$ cat src/rtl/lmseq_pkg.sv
package lmseq_pkg;
    typedef enum logic [2:0] {
        ST_LP     = 3'd0,
        ST_ENTER  = 3'd1,
        ST_STABLE = 3'd2,
        ST_BURST  = 3'd3,
        ST_EXIT   = 3'd4,
        ST_ULPS   = 3'd5,
        ST_RESUME = 3'd6
    } lm_state_t;
endpackage

$ cat src/rtl/lmseq_window.sv
module lmseq_window #(
    parameter int WIN_W = 8
) (
    input  logic             clk,
    input  logic             rst_n,
    input  logic             load,
    input  logic [WIN_W-1:0] load_val,
    output logic             expired
);
    logic [WIN_W-1:0] cnt;

    always_ff @(posedge clk or negedge rst_n) begin
        if (!rst_n)
            cnt <= '0;
        else if (load)
            cnt <= load_val;
        else if (cnt != '0)
            cnt <= cnt - 1'b1;
    end

    assign expired = (cnt == '0);
endmodule

$ cat src/rtl/lmseq_lanes.sv
module lmseq_lanes #(
    parameter int NUM_LANES = 4
) (
    input  logic [NUM_LANES-1:0] lane_ready,
    input  logic [NUM_LANES-1:0] lane_stop,
    output logic                 all_ready,
    output logic                 all_stop,
    output logic                 stop_mixed
);
    logic [NUM_LANES:0] rdy_chain;
    logic [NUM_LANES:0] stp_chain;
    logic [NUM_LANES:0] any_chain;

    assign rdy_chain[0] = 1'b1;
    assign stp_chain[0] = 1'b1;
    assign any_chain[0] = 1'b0;

    for (genvar i = 0; i < NUM_LANES; i++) begin : g_lane
        assign rdy_chain[i+1] = rdy_chain[i] & lane_ready[i];
        assign stp_chain[i+1] = stp_chain[i] & lane_stop[i];
        assign any_chain[i+1] = any_chain[i] | lane_stop[i];
    end

    assign all_ready  = rdy_chain[NUM_LANES];
    assign all_stop   = stp_chain[NUM_LANES];
    assign stop_mixed = any_chain[NUM_LANES] & ~stp_chain[NUM_LANES];
endmodule

$ cat src/rtl/lmseq_recov.sv
module lmseq_recov #(
    parameter int RCNT_W = 8
) (
    input  logic              clk,
    input  logic              rst_n,
    input  logic              bump,
    output logic [RCNT_W-1:0] count
);
    localparam logic [RCNT_W-1:0] MAXV = '1;

    always_ff @(posedge clk or negedge rst_n) begin
        if (!rst_n)
            count <= '0;
        else if (bump && count != MAXV)
            count <= count + 1'b1;
    end
endmodule

$ cat src/rtl/lane_mode_seq.sv
module lane_mode_seq
    import lmseq_pkg::*;
#(
    parameter int NUM_LANES = 4,
    parameter int WIN_W     = 8,
    parameter int RCNT_W    = 8
) (
    input  logic                 clk,
    input  logic                 rst_n,
    input  logic                 burst_req,
    input  logic                 payload_done,
    input  logic                 pll_locked,
    input  logic [NUM_LANES-1:0] lane_ready,
    input  logic [NUM_LANES-1:0] lane_stop,
    input  logic                 ulps_req,
    input  logic                 resume_req,
    input  logic [WIN_W-1:0]     win_enter,
    input  logic [WIN_W-1:0]     win_stable,
    input  logic [WIN_W-1:0]     win_exit,
    input  logic [WIN_W-1:0]     win_resume,
    output logic                 link_idle,
    output logic                 lane_hs,
    output logic                 lane_ulps,
    output logic                 payload_en,
    output logic                 incoherent,
    output logic [RCNT_W-1:0]    recovery_cnt
);
    lm_state_t        state, nxt;
    logic             win_load, win_expired, bump;
    logic [WIN_W-1:0] win_val;
    logic             all_ready, all_stop, stop_mixed;

    lmseq_lanes #(.NUM_LANES(NUM_LANES)) u_lanes (
        .lane_ready (lane_ready),
        .lane_stop  (lane_stop),
        .all_ready  (all_ready),
        .all_stop   (all_stop),
        .stop_mixed (stop_mixed)
    );

    lmseq_window #(.WIN_W(WIN_W)) u_win (
        .clk      (clk),
        .rst_n    (rst_n),
        .load     (win_load),
        .load_val (win_val),
        .expired  (win_expired)
    );

    lmseq_recov #(.RCNT_W(RCNT_W)) u_recov (
        .clk   (clk),
        .rst_n (rst_n),
        .bump  (bump),
        .count (recovery_cnt)
    );

    always_ff @(posedge clk or negedge rst_n) begin
        if (!rst_n)
            state <= ST_LP;
        else
            state <= nxt;
    end

    // next state, window loads and recovery bumps
    always_comb begin
        nxt      = state;
        win_load = 1'b0;
        win_val  = '0;
        bump     = 1'b0;
        unique case (state)
            ST_LP: begin
                if (ulps_req && !burst_req && all_stop) begin
                    nxt = ST_ULPS;                                  // T_SLEEP
                end else if (burst_req && pll_locked && all_ready && !stop_mixed) begin
                    nxt = ST_ENTER; win_load = 1'b1; win_val = win_enter; // T_START
                end
            end
            ST_ENTER, ST_STABLE: begin
                if (!pll_locked) begin
                    nxt = ST_EXIT; win_load = 1'b1; win_val = win_exit; bump = 1'b1; // T_ABORT
                end else if (win_expired && state == ST_ENTER) begin
                    nxt = ST_STABLE; win_load = 1'b1; win_val = win_stable; // T_SETTLE
                end else if (win_expired) begin
                    nxt = ST_BURST;                                 // T_OPEN
                end
            end
            ST_BURST: begin
                if (!pll_locked) begin
                    nxt = ST_EXIT; win_load = 1'b1; win_val = win_exit; bump = 1'b1; // T_ABORT
                end else if (payload_done) begin
                    nxt = ST_EXIT; win_load = 1'b1; win_val = win_exit; // T_CLOSE
                end
            end
            ST_EXIT: begin
                if (win_expired) nxt = ST_LP;                       // T_IDLE
            end
            ST_ULPS: begin
                if (resume_req && pll_locked) begin
                    nxt = ST_RESUME; win_load = 1'b1; win_val = win_resume; // T_WAKE
                end
            end
            ST_RESUME: begin
                if (!pll_locked) begin
                    win_load = 1'b1; win_val = win_resume; bump = 1'b1; // T_RETRY
                end else if (win_expired) begin
                    nxt = ST_LP;                                    // T_READY
                end
            end
            default: nxt = ST_LP;
        endcase
    end

    // outputs
    always_comb begin
        link_idle  = 1'b0;
        lane_hs    = 1'b0;
        lane_ulps  = 1'b0;
        payload_en = 1'b0;
        incoherent = 1'b0;
        unique case (state)
            ST_LP: begin
                link_idle  = 1'b1;
                incoherent = stop_mixed;
            end
            ST_ENTER, ST_STABLE, ST_EXIT: lane_hs = 1'b1;
            ST_BURST: begin
                lane_hs    = 1'b1;
                payload_en = 1'b1;
            end
            ST_ULPS:   lane_ulps = 1'b1;
            ST_RESUME: ;
            default:   ;
        endcase
    end
endmodule

$ cat config.mk
export PLATFORM = sky130hd
export DESIGN_NAME = lane_mode_seq
export DESIGN_NICKNAME = d
export VERILOG_FILES = /design/src/rtl/lmseq_pkg.sv /design/src/rtl/lmseq_window.sv /design/src/rtl/lmseq_lanes.sv /design/src/rtl/lmseq_recov.sv /design/src/rtl/lane_mode_seq.sv
export SDC_FILE = /design/constraint.sdc
export NUM_CORES = 1
export LEC_CHECK = 0
export ABC_CLOCK_PERIOD_IN_PS = 2780
export BUFFER_PORTS_ARGS = -buffer_cell sky130_fd_sc_hd__buf_2
export CORE_MARGIN = 4
export CORE_UTILIZATION = 48
export DETAILED_ROUTE_END_ITERATION = 12
export HOLD_SLACK_MARGIN = 0.03
export PLACE_DENSITY_LB_ADDON = 0.15
export SLEW_MARGIN = 40
export SYNTH_ARGS = -nofsm -noshare
export SYNTH_HDL_FRONTEND = slang
export SYNTH_SLANG_ARGS = --single-unit
export TNS_END_PERCENT = 5
$ cat constraint.sdc
create_clock -name clk -period 2.78 [get_ports clk]
set_clock_uncertainty 0.05 [all_clocks]
set_input_delay 0.278 -clock clk [delete_from_list [all_inputs] [get_ports clk]]
set_output_delay 0.278 -clock clk [all_outputs]
set_load 0.02 [all_outputs]
==> impl_metrics.yaml, run 1 <==
final_layout:
  final_layout_size_suffix_gt1_share_pct: 34.6
  nets: 281
  diodes: 0
  filler_cell_count: 245
  layout.cells.most_common: "buf_2"
  most-common-layout-cells: "buf_2, dfrtp_1, nor2_1, xnor2_1, nand2_1"
  syn_to_final_growth_pct: 25.1
clocking:
  cts_made_buffers: 3
  clock_latency_reported_for_the_late_side_of_the_worst_skew_pair_ps: 310
  cts_tree: "built"
  post_cts_resized: 0
  cts_max_level: 1
  cts_hold_buffers: 1
  clock_path_buffers: 2
  clk_pin_slew_worst_paths_ps: 110
  cts.root.buffer_cell: "clkbuf_4"
  cts_sinks: 19
  post_cts_buffers: 0
synth:
  synth_seq_area_share_pct: 31.9
  synth-edff-count: 0
  yosys_most_used_dff: "dfrtp_1"
  synth-seq-cells: 19
  post_synth_inst_count: 170
  yosys_warnings: 0
  async_flop_share_pct: 100
  synthesis.area_per_instance_um2: 8.78
  synth.lib_cells_used.distinct: 52
  synthesis.area_um2: 1490
  synth_fp_nets: 219
power_and_ir_drop:
  leakage_nw: 0.850
  power.total_mw: 1.87
  sw_frac_of_total_pct: 47.4
  peakVddDrop_uv: 733
  power_density_nw_per_um2: 1000
  part_of_the_total_power_dissipated_in_sequential_elements_pct: 31.3
  comb_power_share_pct: 60.9
  cellInternalPower_mw: 0.982
  share_clk_of_total_power_pct: 7.8
  total_switching_power_mw: 0.885
setup_path:
  critPathSlowestCell: "nor4b_1"
  worst-path-buf-inv: 1
  worst-path-max-fanout: 7
  worstSetupEndpointType: "flop"
  critical_path_required_ps: 2960
  worst-endpoint-arrival_ps: 2500
  startpoint_to_endpoint_class_of_the_critical_path: "flop to flop"
  max_stage_delay_ps: 480
  critical_path.startpoint_type: "flop"
  crit_family: "simple AND/OR/NAND/NOR gates"
  cp_cell_sequence: "inv_1 > ha_1 > nor4b_1 > nand2_1 > o31a_1 > and2_1 > a22oi_1"
grt:
  number_of_antenna_violations_at_the_first_check_in_global_routing: 0
  globalRouteOverflowTotal: 0
  overall_global_routing_resource_usage_pct: 19.3
  first_global_vias: 1389
  first_pass_grt_wire_length_mm: 6.29
  grt.met3_usage_pct: 4.90
  grt_busiest_layer: "met2"
  grt_use_met1_pct: 23.0
  gr-usage-met2_pct: 35.7
  maximum_number_of_pins_on_one_net_before_global_route_repair: 26
worst_hold_path:
  min-delay-path-class: "primary input to flop"
placement:
  port-buffer-count: 59
  gpl.final_weighted_congestion: 0.876
  hpwlAfterDp_mm: 3.23
floorplanning:
  die_area_um2: 4070
  io_pins: 60
  floorplan.rows: 19
  die-height_um: 63.8
  die_w_um: 63.8
  core_region_area_um2: 2850
  start_util_pct: 52.3
drt:
  drtAntennaViolNets: 0
  via_count: 1565
  drt_pre_antenna_iters: 4
  routed_wirelength_mm: 4.10
  detailedRoute.firstIterationViolations: 114
  routedWlPerCell_um: 15.6
  drc_viols: 0
  viasPerCell: 5.97
timing:
  period_needed_ps: 2320
  worst_pin_slew_ps: 555
  drv_slew: 0
  finalCritPeriodShare_pct: 83.4
  max_freq_mhz: 431
  setup-tns-final_ps: 0
  rsz0062_at_grt: "no"
  timing.max_slew.rel_slack_pct: 62.5
  hold_viol_final: 0
  setup_violations: 0
job:
  max_cap_violations: 0
run_status:
  status: "completed"
## layer usage
layer | up-vias | wire [µm]
met5 | - | 0
met4 | 0 | 14
met3 | 2 | 152
met2 | 35 | 2140
met1 | 751 | 1790
li1 | 777 | -
## worst reg2reg max path, delay by kind of cell (launching register included)
family / cells / cell delay, ps
AOI/OAI and AO/OA: 2 / 560
adders and majority gates: 1 / 190
buffers and inverters: 1 / 90
DFF: 1 / 400
and+or+nand+nor: 3 / 950
## area by class of cell
cell class	instances	area (µm²)	share of cell area, %
Sequential cell	19	475	25.5
Tap cell	31	38.8	2.08
Inverter	7	26.3	1.41
Multi-Input combinational cell	136	957	51.3
Timing Repair Buffer	65	343	18.4
Clock buffer	4	26.3	1.41
## synthesized netlist by cell type, types with 3 or more instances
cell	instances	share of area [%]
xnor2_1	11	6.5
a22oi_1	3	1.5
clkbuf_1	5	1.3
nand2b_1	5	2.1
nor3_1	9	3.0
buf_2	3	1.0
nand2_1	11	2.8
mux2_2	6	4.5
inv_1	6	1.5
nand3_1	6	2.0
a21oi_1	6	2.0
and2_1	3	1.3
a211oi_1	6	3.0
o21ai_0	8	2.7
a22o_1	3	1.8
xor2_1	3	1.8
dfrtp_1	19	32
nor2_1	11	2.8
a222oi_1	5	3.4
nand4_1	5	2.1
## cell families after synthesis
group,share of synthesized area (%)
compound gates,27.0
simple gates,21.4
flops,31.9
buf+inv,4.02
xor+xnor,8.21
fa+ha+maj,1.68
mux,5.87
## path summary, 6_finish.rpt
check,from,endpoint,slack (ps),cells after the start
max in group asynchronous,rst_n,state[2]$_DFFE_PN0P_,2000,2
max reg2reg,u_win.cnt[0]$_DFFE_PN0P_,u_win.cnt[6]$_DFFE_PN0P_,460,7
min reg2reg,u_recov.count[6]$_DFFE_PN0P_,u_recov.count[6]$_DFFE_PN0P_,450,1
max,u_win.cnt[0]$_DFFE_PN0P_,u_win.cnt[6]$_DFFE_PN0P_,460,7
min,win_enter[1],u_win.cnt[1]$_DFFE_PN0P_,150,3
min in group asynchronous,rst_n,u_win.cnt[5]$_DFFE_PN0P_,370,2
## sequential cells by signal, summed over array words and instances (netlist names)
name	count
u_recov.count	8
u_win.cnt	8
state	3
## power groups by stage
stage,clock [mW],sequential [mW],combinational [mW]
after global placement,0,0.575,1.11
after detailed placement,0,0.584,1.13
after global routing,0.162,0.605,1.24
after CTS,0.147,0.578,1.14
final,0.146,0.584,1.14
after floorplan,0,0.567,0.832
## stage by stage
step	hold WS, ps	instance area (µm²)	cells	setup slack (ps)	util (%)
2_1_floorplan	-67.6	1490	170	669	-
3_3_place_gp	193	1830	257	590	64.2
3_5_place_dp	191	1830	257	515	64.2
4_1_cts	151	1870	262	470	65.4
5_1_grt	159	1870	262	285	65.4
6_report	147	1870	262	462	65.4
No activity file was read; power rests on OpenSTA's default activity.
==> run 2: changes to the inputs <==
- ABC_AREA: not set -> 1
- ABC_CLOCK_PERIOD_IN_PS: 2780 -> 1950
- CORE_UTILIZATION: 48 -> 46
- clock period: 2.78 -> 1.95 ns (I/O delays scaled with it)
==> run 2 against run 1 <==
Net effect: via count increased by 19%; highest routed layer unchanged; synthesized area increased by 24%; hold slack improved by 29 ps; critical path type unchanged; final area increased by 21%; sequential power increased by 30%; clock-buffer cell count decreased by 1; non-clock buffer count decreased by 2; routed wire length increased by 12%; total power increased by 52%; core utilization decreased by 5.6 points.
==> impl_metrics.yaml, run 2 <==
clocking:
  cts_max_level: 1
  cts_sinks: 19
  cts_made_buffers: 3
  clock_path_buffers: 2
  post_cts_buffers: 0
  cts.root.buffer_cell: "clkbuf_8"
  cts_tree: "built"
  clock_latency_reported_for_the_late_side_of_the_worst_skew_pair_ps: 260
  clk_pin_slew_worst_paths_ps: 70
synth:
  synthesis.area_per_instance_um2: 6.66
  synth.lib_cells_used.distinct: 31
  synthesis.area_um2: 1850
  yosys_most_used_dff: "dfrtp_1"
  yosys-top-cells-count: "nor2_1, nand2_1, nand3_1, inv_1, dfrtp_1"
  synth_fp_nets: 326
  synth_area_leader_cell: "dfrtp_1"
  yosys_warnings: 0
  synth-edff-count: 0
  post_synth_inst_count: 277
  synth-seq-cells: 19
  async_flop_share_pct: 100
  post-synth-top-area-fraction_pct: 25.8
  synth_seq_area_share_pct: 25.8
  synth.most_common_cell: "nor2_1"
  synth_top_cells_by_area: "dfrtp_1, nor2_1, nand2_1"
drt:
  routedWlPerCell_um: 11.8
  drc_viols: 0
  drt_pre_antenna_iters: 5
  detailedRoute.firstIterationViolations: 124
  viasPerCell: 4.82
  routed_wirelength_mm: 4.58
  via_count: 1869
  drtAntennaViolNets: 0
worst_hold_path:
  hold_path.startpoint: "win_enter[2]"
  worst_hold_path.num_cells: 5
  min_to: "u_win.cnt[2]$_DFFE_PN0P_"
  min-delay-path-class: "primary input to flop"
power_and_ir_drop:
  power_density_nw_per_um2: 1250
  peakVddDrop_uv: 558
  leakage_nw: 1.24
timing:
  max_freq_mhz: 557
  worst_pin_slew_ps: 432
  setup-tns-final_ps: 0
  rsz0062_at_grt: "no"
  fin_ws_ps: 154
  drv_slew: 0
  hold_viol_final: 0
  finalCritPeriodShare_pct: 92.1
  period_needed_ps: 1800
  setup_violations: 0
  timing.max_slew.rel_slack_pct: 71.2
floorplanning:
  io_pins: 60
  floorplan.rows: 22
  die_w_um: 71.3
  die_area_um2: 5090
  core_region_area_um2: 3770
  die-height_um: 71.3
  start_util_pct: 48.9
placement:
  hpwlAfterDp_mm: 3.76
  port-buffer-count: 59
  gpl.final_weighted_congestion: 0.841
  pre_cts_ws_ps: 160
setup_path:
  critical_path.startpoint_type: "flop"
  worst-path-max-fanout: 8
  critical_path.reg2reg.startpoint: "u_win.cnt[0]$_DFFE_PN0P_"
  startpoint_to_endpoint_class_of_the_critical_path: "flop to flop"
  worstSetupEndpointType: "flop"
  r2r.worst_path.cells: 11
  max_stage_delay_ps: 390
  critical_path_required_ps: 2050
  cp_cell_sequence: "inv_1 > ha_1 > nand2_1 > nor2_4 > nand2_1 > nand2_2 > nand2_4 > inv_2 > nor2_4 > nor2_1 > nor2_1"
  critPathSlowestCell: "dfrtp_1"
  r2r_slack_ps: 150
  worst-endpoint-arrival_ps: 1890
  worstReg2RegEnd: "u_win.cnt[5]$_DFFE_PN0P_"
job:
  max_cap_violations: 0
final_layout:
  layout_top_registers: "u_recov.count: 8 flops, u_win.cnt: 8 flops, state: 3 flops"
  final_core_util_pct: 59.9
  nets: 390
  most-common-layout-cells: "buf_2, nor2_1, nand2_1"
  layout.cells.most_common: "buf_2"
  diodes: 0
  final_layout_size_suffix_gt1_share_pct: 32.1
  syn_to_final_growth_pct: 22.4
grt:
  number_of_antenna_violations_at_the_first_check_in_global_routing: 0
  first_pass_grt_wire_length_mm: 7.54
  overall_global_routing_resource_usage_pct: 17.9
  first_global_vias: 1816
  maximum_number_of_pins_on_one_net_before_global_route_repair: 20
  globalRouteOverflowTotal: 0
run_status:
  status: "completed"
## run 2: cell count changes after synthesis, sizes merged, moves of 7 or more
| cell | before | now |
|---|---|---|
| nand2 | 11 | 67 |
| nor3 | 9 | 2 |
| nor2 | 11 | 68 |
| nand3 | 6 | 33 |
| inv | 6 | 35 |
| a21oi | 7 | 14 |
## run 2: worst max-delay path by stage
stage / from / endpoint / slack (ps) / cells past startpoint
2_1_floorplan: u_recov.count[1]$_DFFE_PN0P_ / u_recov.count[1]$_DFFE_PN0P_ / 320 / 6
3_3_place_gp: u_win.cnt[0]$_DFFE_PN0P_ / u_win.cnt[5]$_DFFE_PN0P_ / 230 / 11
3_5_place_dp: u_win.cnt[0]$_DFFE_PN0P_ / u_win.cnt[5]$_DFFE_PN0P_ / 160 / 11
4_1_cts: u_win.cnt[0]$_DFFE_PN0P_ / u_win.cnt[5]$_DFFE_PN0P_ / 140 / 11
5_1_grt: u_win.cnt[0]$_DFFE_PN0P_ / u_win.cnt[7]$_DFFE_PN0P_ / 9 / 11
6_report: u_win.cnt[0]$_DFFE_PN0P_ / u_win.cnt[5]$_DFFE_PN0P_ / 150 / 11
## run 2: power breakdown
| group | internal (mW) | switching [mW] |
|---|---|---|
| clock | 0.142 | 0.132 |
| sequential | 0.571 | 0.190 |
| combinational | 0.682 | 1.11 |
| total | 1.40 | 1.44 |
## run 2: area by class of cell
| cell class | count | area [µm²] |
|---|---|---|
| fillers | 366 | 1510 |
| multi-input cells | 219 | 1210 |
| flip-flops and latches | 19 | 475 |
| repair buffers | 63 | 328 |
| inverters | 35 | 136 |
| well taps | 48 | 60.1 |
| clock buffers | 3 | 41.3 |
| clock inverters | 1 | 5.00 |
## run 2: through the flow
stage	cells	hold slack [ps]	total power [mW]	cell area, µm²
3_3_place_gp	383	105	2.52	2200
3_5_place_dp	383	104	2.55	2200
2_1_floorplan	277	-151	2.13	1850
4_1_cts	388	177	2.84	2250
6_report	388	176	2.83	2260
5_1_grt	388	195	3.08	2260
## run 2: logic make-up (layout without fill, tap and decap cells)
logic type | count (synthesis) | after routing | synth area share [%]
and+or+nand+nor | 175 | 175 | 47.6
AOI/OAI and AO/OA | 27 | 27 | 8.68
buffers and inverters | 39 | 102 | 8.81
muxes | 2 | 2 | 1.63
adders and majority gates | 2 | 2 | 1.36
DFF | 19 | 19 | 25.8
xor gates and xnor gates | 13 | 13 | 6.17
## run 2: timing repair
item,CTS,global route
endpoints found under the hold margin,19,0
resized for setup,0,1
setup endpoints to repair,0,1
hold buffers,1,0
## run 2: worst max-delay path, delay by kind of cell (launching register included)
family | cells | cell delay (ps)
adders and majority gates | 1 | 220
buffers and inverters | 2 | 200
DFF | 1 | 390
and+or+nand+nor | 8 | 820
## run 2: layer usage
layer | wire length, µm | GRT usage, % | share of wire (%)
met5 | 0 | 0 | 0
met4 | 27 | 5.43 | 0.59
met3 | 230 | 0.701 | 5.0
met2 | 2190 | 32.6 | 48
met1 | 2130 | 22.6 | 47
==> run 3: changes to the inputs <==
- CORE_ASPECT_RATIO: not set -> 0.5
==> run 3 against run 2 <==
Net effect: clock power about the same; non-clock buffer count decreased by 2; global-route usage increased by 0.63 points; flip-flop and latch count unchanged; via count increased by 1.4%; maximum frequency increased by 1.5%; core utilization increased by 1.8 points; sequential power about the same; routed wire length increased by 0.50%; total power increased by 0.44%; register-to-register slack improved by 30 ps; critical endpoint is now u_win.cnt[7]$_DFFE_PN0P_; highest routed layer unchanged.
==> impl_metrics.yaml, run 3 (synthesis gave the netlist of run 2 again) <==
placement:
  placedInstanceArea_um2: 2190
  gpl.final_weighted_congestion: 0.855
  place_inst: 384
  port-buffer-count: 59
  hpwlAfterDp_mm: 3.74
run_status:
  status: "completed"
floorplanning:
  die-height_um: 52.8
  start_util_pct: 50.7
  die_area_um2: 5150
  io_pins: 60
  core_region_area_um2: 3640
  floorplan.rows: 15
  die_w_um: 97.6
worst_hold_path:
  min-delay-path-class: "primary input to flop"
clocking:
  cts_max_level: 1
  post_cts_buffers: 0
  clock_path_buffers: 2
  cts_made_buffers: 3
  cts_tree: "built"
  cts.root.buffer_cell: "clkbuf_8"
  clk_pin_slew_worst_paths_ps: 70
  clock_latency_reported_for_the_late_side_of_the_worst_skew_pair_ps: 250
  cts_sinks: 19
timing:
  timing.hold.ws_ps: 193
  period_needed_ps: 1770
  finalCritPeriodShare_pct: 90.7
  rsz0062_at_grt: "no"
  setup-tns-final_ps: 0
  timing.max_slew.rel_slack_pct: 71.8
  max_freq_mhz: 565
  drv_slew: 0
  setup_violations: 0
  worst_pin_slew_ps: 423
  hold_viol_final: 0
setup_path:
  startpoint_to_endpoint_class_of_the_critical_path: "flop to flop"
  worst-endpoint-arrival_ps: 1870
  critical_path.startpoint_type: "flop"
  cp_cell_sequence: "inv_1 > ha_1 > nand2_1 > nor2_4 > nand2_1 > nand2_2 > nand2_4 > inv_2 > nor2_4 > nor2_1 > nor2_1"
  critPathSlowestCell: "dfrtp_1"
  critical_path_required_ps: 2050
  max_stage_delay_ps: 380
  worstSetupEndpointType: "flop"
  worst-path-max-fanout: 8
grt:
  first_global_vias: 1712
  overall_global_routing_resource_usage_pct: 18.5
  first_pass_grt_wire_length_mm: 7.58
  globalRouteOverflowTotal: 0
  number_of_antenna_violations_at_the_first_check_in_global_routing: 0
  maximum_number_of_pins_on_one_net_before_global_route_repair: 20
final_layout:
  finalNonFillerCells: 389
  most-common-layout-cells: "buf_2, nor2_1, nand2_1"
  nets: 388
  final_cell_area_um2: 2250
  layout.cells.most_common: "buf_2"
  layout_top_registers: "u_recov.count: 8 flops, u_win.cnt: 8 flops, state: 3 flops"
  syn_to_final_growth_pct: 21.7
  diodes: 0
  filler_cell_count: 348
  final_layout_size_suffix_gt1_share_pct: 31.4
  final_core_util_pct: 61.7
power_and_ir_drop:
  leakage_nw: 1.23
  peakVddDrop_uv: 457
  power_density_nw_per_um2: 1270
drt:
  routedWlPerCell_um: 11.8
  drt_pre_antenna_iters: 4
  drtAntennaViolNets: 0
  routed_wirelength_mm: 4.60
  detailedRoute.firstIterationViolations: 95
  via_count: 1895
  viasPerCell: 4.87
  drc_viols: 0
job:
  max_cap_violations: 0
[run 3: changes by cell type in the layout (fill, tap and decap cells not counted), sizes merged]
cell    before  now
buf         62   60
clkbuf       3    4
clkinv       1    0
[run 3: where the power goes]
| part | switching [mW] | leakage, nW | internal (mW) |
|---|---|---|---|
| Combinational | 1.14 | 0.974 | 0.676 |
| Sequential | 0.188 | 0.236 | 0.571 |
| Clock | 0.127 | 0.0228 | 0.145 |
| Total | 1.45 | 1.23 | 1.39 |
[run 3: what timing repair did]
item	4_1_cts	5_1_grt
setup endpoints to repair	0	5
hold buffers	1	0
endpoints found under the hold margin	19	0
gates resized for setup	0	1
[run 3: final cells by class]
type	instances	area (µm²)	area share [%]
clock buffers	4	45.0	2.01
repair buffers	61	313	13.9
inverters	35	136	6.07
multi-input cells	219	1210	54.0
flip-flops and latches	19	475	21.2
well taps	51	63.8	2.84
[run 3: worst paths after layout]
check	startpoint	end	slack [ps]	cells after the start
worst min register to register	u_recov.count[3]$_DFFE_PN0P_	u_recov.count[3]$_DFFE_PN0P_	460	1
min in group asynchronous	rst_n	u_recov.count[0]$_DFFE_PN0P_	350	2
worst max register to register	u_win.cnt[0]$_DFFE_PN0P_	u_win.cnt[7]$_DFFE_PN0P_	180	11
worst max-delay path	u_win.cnt[0]$_DFFE_PN0P_	u_win.cnt[7]$_DFFE_PN0P_	180	11
max in group asynchronous	rst_n	state[2]$_DFFE_PN0P_	1200	2
worst min-delay path	win_enter[1]	u_win.cnt[1]$_DFFE_PN0P_	190	5
[run 3: metrics by stage]
stage | power, mW | setup slack (ps)
finish | 2.84 | 181
global route | 3.10 | 14.5
CTS | 2.84 | 156
detailed placement | 2.55 | 178
global placement | 2.51 | 240
floorplan | 2.13 | 319
[run 3: critical path, delay by kind of cell, from the launching register on]
family                     cells  cell delay, ps
and+or+nand+nor                8             830
buffers and inverters          2             190
DFF                            1             380
adders and majority gates      1             220
[run 3: routing by layer]
metal / GRT usage [%] / part of all wire (%) / up-vias
li1: - / - / 993
met1: 25.4 / 49 / 834
met2: 29.5 / 43 / 64
met3: 3.72 / 7.0 / 4
met4: 5.75 / 0.98 / 0
met5: 0 / 0 / -
